===== src/rtl/dram_page_seq.sv =====
module dram_page_seq #(
  parameter int ADDR_W = 20,
  parameter int COL_W  = 9
) (
  input  logic                    clk,
  input  logic                    rst_n,
  input  logic                    req_valid,
  input  logic                    req_write,
  input  logic                    req_dma,
  input  logic [ADDR_W-1:0]       req_addr,
  input  logic                    burst_en,
  input  logic [3:0]              wait_sel,
  output logic                    ras_n,
  output logic                    cas_n,
  output logic                    wr_n,
  output logic [ADDR_W-COL_W-1:0] dram_addr,
  output logic                    req_ack
);
  localparam int ROW_W = ADDR_W - COL_W;

  typedef enum logic [1:0] {S_IDLE, S_ROW, S_OPEN} st_t;
  st_t st;
  logic [ROW_W-1:0] open_row;
  logic first, silenced;

  logic [ROW_W-1:0] row_in;
  logic [COL_W-1:0] col_in;
  logic page_mode, hit, keep, need_sil, col_cyc, sil_cyc, in_open;

  assign row_in    = req_addr[ADDR_W-1:COL_W];
  assign col_in    = req_addr[COL_W-1:0];
  assign page_mode = burst_en && (wait_sel == 4'd0);
  assign hit       = page_mode && (row_in == open_row);
  assign in_open   = (st == S_OPEN);
  assign keep      = in_open && req_valid && (first || hit);
  assign need_sil  = req_write && (req_dma || !first) && !silenced;
  assign col_cyc   = keep && !need_sil;
  assign sil_cyc   = keep && need_sil;

  assign ras_n     = !((st == S_ROW) || keep);
  assign cas_n     = !col_cyc;
  assign wr_n      = !(col_cyc && req_write);
  assign req_ack   = col_cyc;
  assign dram_addr = keep ? ROW_W'(col_in) : row_in;

  always_ff @(posedge clk) begin
    if (!rst_n) begin
      st       <= S_IDLE;
      open_row <= '0;
      first    <= 1'b0;
      silenced <= 1'b0;
    end else begin
      case (st)
        S_IDLE: if (req_valid) st <= S_ROW;
        S_ROW: begin
          open_row <= row_in;
          first    <= 1'b1;
          silenced <= 1'b0;
          st       <= S_OPEN;
        end
        default: begin
          if (col_cyc) begin
            first    <= 1'b0;
            silenced <= 1'b0;
          end else if (sil_cyc) begin
            silenced <= 1'b1;
          end else begin
            first <= 1'b0;
            st    <= req_valid ? S_ROW : S_IDLE;
          end
        end
      endcase
    end
  end

  assert_cas_in_ras_R4: assert property (@(posedge clk) disable iff (!rst_n)
    !cas_n |-> !ras_n);
  assert_ras_holds_R2: assert property (@(posedge clk) disable iff (!rst_n)
    $fell(ras_n) |=> !ras_n);
  assert_no_back_to_back_write_R5: assert property (@(posedge clk) disable iff (!rst_n)
    (req_ack && req_write) |-> !$past(req_ack));
  assert_full_cycle_R3: assert property (@(posedge clk) disable iff (!rst_n)
    (req_ack && !(burst_en && wait_sel == 4'd0)) |=> !req_ack);
  assert_dma_silent_R7: assert property (@(posedge clk) disable iff (!rst_n)
    (req_ack && req_write && req_dma) |-> ($past(!ras_n) && $past(cas_n)));
  assert_wr_in_column_R10: assert property (@(posedge clk) disable iff (!rst_n)
    !wr_n |-> req_ack);
endmodule


===== config.mk =====
export PLATFORM = sky130hd
export DESIGN_NAME = dram_page_seq
export DESIGN_NICKNAME = d
export VERILOG_FILES = /design/src/rtl/dram_page_seq.sv
export SDC_FILE = /design/constraint.sdc
export NUM_CORES = 1
export LEC_CHECK = 0
export ABC_CLOCK_PERIOD_IN_PS = 4700
export BUFFER_PORTS_ARGS = -buffer_cell sky130_fd_sc_hd__buf_2
export CORE_UTILIZATION = 47
export CTS_CLUSTER_DIAMETER = 120
export DETAILED_ROUTE_END_ITERATION = 12
export PLACE_DENSITY_LB_ADDON = 0.05
export SYNTH_ARGS = -nofsm -noshare
export SYNTH_HDL_FRONTEND = slang
export SYNTH_SLANG_ARGS = --single-unit

===== constraint.sdc =====
create_clock -name clk -period 4.7 [get_ports clk]
set_clock_uncertainty 0.2 [all_clocks]
set_input_delay 0.94 -clock clk [delete_from_list [all_inputs] [get_ports clk]]
set_output_delay 0.94 -clock clk [all_outputs]
set_load 0.01 [all_outputs]

# Yosys cells after proc, flatten, opt, wreduce, memory -nomap -nowiden
# Cells that the tools add are included.
# totals
reg_bits	15
input_bits	30
out_inout_bits	15
word_cells	48
# classes
eq_ne	7
muxes	12
bitwise	1
n_reduce_logical	24
# ops
op	count
$eq A11 B11 Y1	1
$mux W11	1
$logic_and A1 B1 Y1	9
$logic_not A1 Y1	6
$mux W2	3
$ne A3 B1 Y1 const B	2
$mux W1	5
$logic_not A4 Y1	1
$pmux W1 S2	2
$pmux W2 S2	1
$reduce_and A2 Y1	2
$logic_or A1 B1 Y1	3
$ne A3 B2 Y1 const B	1
$reduce_and A3 Y1	1
$reduce_bool A3 Y1	1
$eq A2 B1 Y1 const B	1
$eq A2 B2 Y1 const B	1
$logic_not A2 Y1	1
$ne A2 B2 Y1 const B	1
$not A1 Y1	1

# Depth between registers and ports, before layout
# logic_depth
depth_word	9
mapped_depth	6

# Least setup slack after synthesis
# Ideal clock, no wire load.
# synth_timing
path_type	input -> output
from	input port wait_sel[3]
to	output port wr_n
t_arrival_ns	2.195
required_time_ns	3.560
setup_slack_ns	1.365
path_stages	5
cell_sequence	or4_1 > nor4_2 > a21oi_2 > buf_6 > nand3b_1
# synth_via
elab_chain_cells	8
# synth_rtl
element	line_no	source
from (decl)	12	input logic [3:0] wait_sel,
$logic_not A4 Y1	32	assign page_mode = burst_en && (wait_sel == 4'd0);
$logic_and A1 B1 Y1	32	
$logic_and A1 B1 Y1	33	assign hit = page_mode && (row_in == open_row);
$logic_or A1 B1 Y1	35	assign keep = in_open && req_valid && (first || hit);
$logic_and A1 B1 Y1	35	
$logic_and A1 B1 Y1	37	assign col_cyc = keep && !need_sil;
$logic_and A1 B1 Y1	42	assign wr_n = !(col_cyc && req_write);
$logic_not A1 Y1	42	
to (decl)	15	output logic wr_n,
# No other way between the ends.

# Worst setup path in the final report
# layout_timing
from	input port req_valid
to	output port dram_addr[7]
# layout_via
elab_chain_cells	3
# layout_rtl
element	line_no	source
from (decl)	7	input logic req_valid,
$logic_and A1 B1 Y1 (2 in a row)	35	
$mux W11	44	assign dram_addr = keep ? ROW_W'(col_in) : row_in;
to (decl)	16	output logic [ADDR_W-COL_W-1:0] dram_addr,
# No other way between the ends.

==> flow_metrics.tcl <==
set metrics [dict create \
    status "complete, no violations" \
    multi_input_area_sq_um 548 \
    period_minus_slack_ps 3750 \
    cts_resized 0 \
    regToRegStartpoint "st[0]$_SDFFE_PN0P_" \
    slew_headroom_pct 39.4 \
    portBuffers 44 \
    finalSetupTns_ps 0 \
    synth-async-reset-ratio_pct 0 \
    synth_cell_types 23 \
    crit_start "req_valid" \
    synth_seq_area_share_pct 34.2 \
    yosysMostFrequentCell "nand2_1" \
    ys_top_cells_by_count "23 x nand2_1, 15 x dfxtp_1, 11 x a21boi_0, 11 x xnor2_1, 9 x mux2_2" \
    holdBufCountCts 0 \
    grtUsageMet3_pct 3.60 \
    syn_to_final_growth_pct 28.8 \
    wire_per_inst_um 11.4 \
    cts_sinks 15 \
    grt_use_total_pct 19.9 \
    cellPowerDensity_nw_per_um2 236 \
    pwr-share-seq_pct 51.5 \
    initial_utilization_pct 50.3 \
    worst_r2r_path_depth 5 \
    grt.busiest_layer "met2" \
    core_area_sq_um 1750 \
    synth_top_area_share_pct 34.2 \
    htreeDepth 1 \
    hpwl_um 1410 \
    synth_top_cell_by_area "dfxtp_1" \
    drive_gt1_share_pct 41.4 \
    cp.required_ps 3560 \
    p_clk_share_pct 27.9 \
    syn_inst 102 \
    synth-seq-cells 15 \
    vdd_drop_max_mv 0.154 \
    grt_first_pass_wirelength_um 2800 \
    clk_pin_slew_ps 90 \
    cp-start-kind "primary input" \
    register_area_sq_um 300 \
    gp_congestion 0.768 \
    fmax_mhz 267 \
    syn_avg_cell_area_sq_um 8.61 \
    gr-usage-met2_pct 33.0 \
    ant_nets 0 \
    viasPerCell 4.89 \
    root_buffer "clkbuf_4" \
    worstSetupEndpointType "output port" \
    holdWs_ps 273 \
    insertion_delay_ps 280 \
    internal-power_uw 194 \
    cts_max_path_buffers 2 \
    worst_pin_slew_ps 909 \
    grt_pass1_vias 679 \
    netSwitchingFraction_pct 27.6 \
    final_hold_viol_count 0 \
    drv_slew 0 \
    rows 15 \
    n_fill_cell 171 \
    cts_setup_buffers 0 \
    wl_um 1930 \
    drt_first_pass_iters 4 \
    use_met1_pct 24.1 \
    crit_type "primary input to output port" \
    nNetsFinal 176 \
    grt_max_degree 20 \
    pin_count 45 \
    die_h_um 45.2 \
    antenna_cells 0 \
    final_cell_area_sq_um 1130 \
    p_sw_uw 73.7 \
    worst-path-max-fanout 19 \
    synth_edf_count 0 \
    place_area_sq_um 1100 \
    p_leak_uw 0.000473 \
    min_path_type "register to register" \
    synth_ff_type "dfxtp_1" \
    syn_area_sq_um 878 \
    cts_made_buffers 3 \
    synth.area.top_cells "dfxtp_1 34%, mux2_2 12%, xnor2_1 11%" \
    synth_nets 132 \
    drtIter0Drc 6 \
    route.detailed.drc 0 \
    grt.overflow.total 0 \
    setup_viol 0 \
    tritoncts "built" \
    vias 832 \
    dieArea_sq_um 2050 \
    cap_violations 0 \
    timing.final.ws_setup_ps 949 \
    fin_crit_sh_pct 79.8 \
    utilization_pct 64.8 \
    min_from "silenced$_SDFFE_PN0P_" \
    synth_warnings 0 \
    die_w_um 45.2 \
    rsz0062_at_grt "no" \
    combPwrFrac_pct 20.6 \
    antenna_found_initial 0 \
    hold_depth 2 \
    dp_slack_ps 931 \
    cp.arrival_ps 2610 \
]
==> layout make-up <==
class,instances,area share (%)
clock buffers,3,1.99
clock inverters,1,0.442
inverters,1,0.332
multi-input cells,81,48.5
flip-flops and latches,15,26.5
well taps,25,2.77
repair buffers,44,19.5
==> power groups by stage <==
stage	registers, uW	clock network [uW]	logic [uW]
finish	138	74.7	55.0
global route	138	83.9	61.0
CTS	138	77.3	55.5
detailed placement	140	0	55.3
global placement	140	0	54.1
floorplan	139	0	31.7
==> critical path, stage by stage <==
cell	delay, ps
buf_2	100
and3b_1	200
nand4_1	90
nor4_2	50
a21oi_2	660
mux2_2	420
buf_2	140
==> state kept, by name, summed over array words and instances (netlist names) <==
name      flops
open_row     11
st            2
first         1
silenced      1
==> through the flow <==
stage | power [uW] | std cells
2_1_floorplan | 171 | 102
3_3_place_gp | 194 | 166
3_5_place_dp | 196 | 166
4_1_cts | 270 | 170
5_1_grt | 283 | 170
6_report | 267 | 170
==> cell families (layout without fill, tap and decap cells) <==
kind of cell	after synthesis	count (layout)	synth area share, %
flops	15	15	34.2
mux	10	10	12.7
xor+xnor	11	11	11.0
simple gates	46	46	26.9
buf+inv	6	49	3.42
compound gates	14	14	11.8
==> layout by cell type (no fill, tap or decap), drive strengths merged <==
cell | netlist | layout
a21oi | 1 | 1
clkbuf | 4 | 3
nand2b | 4 | 4
inv | 1 | 1
and3b | 1 | 1
nand3b | 2 | 2
clkinv | 0 | 1
xnor2 | 11 | 11
mux2i | 1 | 1
or4 | 1 | 1
nor4 | 1 | 1
nand3 | 3 | 3
nand4 | 3 | 3
mux2 | 9 | 9
nand2 | 23 | 23
dfxtp | 15 | 15
nor2b | 1 | 1
and4 | 1 | 1
o21ai | 1 | 1
nor2 | 3 | 3
buf | 1 | 44
and2 | 3 | 3
a21boi | 12 | 12
==> path summary, 6_finish.rpt <==
path                                end  slack [ps]
hold reg to reg   silenced$_SDFFE_PN0P_         270
hold / removal    silenced$_SDFFE_PN0P_         270
setup reg to reg     st[0]$_SDFFE_PN0P_        2700
setup / recovery           dram_addr[7]         950
==> routing by layer <==
metal | vias to the layer above | routed length (um) | part of all wire (%)
met3 | 4 | 90 | 4.7
met5 | - | 0 | 0
met2 | 30 | 888 | 46
met4 | 0 | 42 | 2.2
li1 | 432 | - | -
met1 | 366 | 911 | 47
Note: power is estimated with default switching activity, not from simulation.
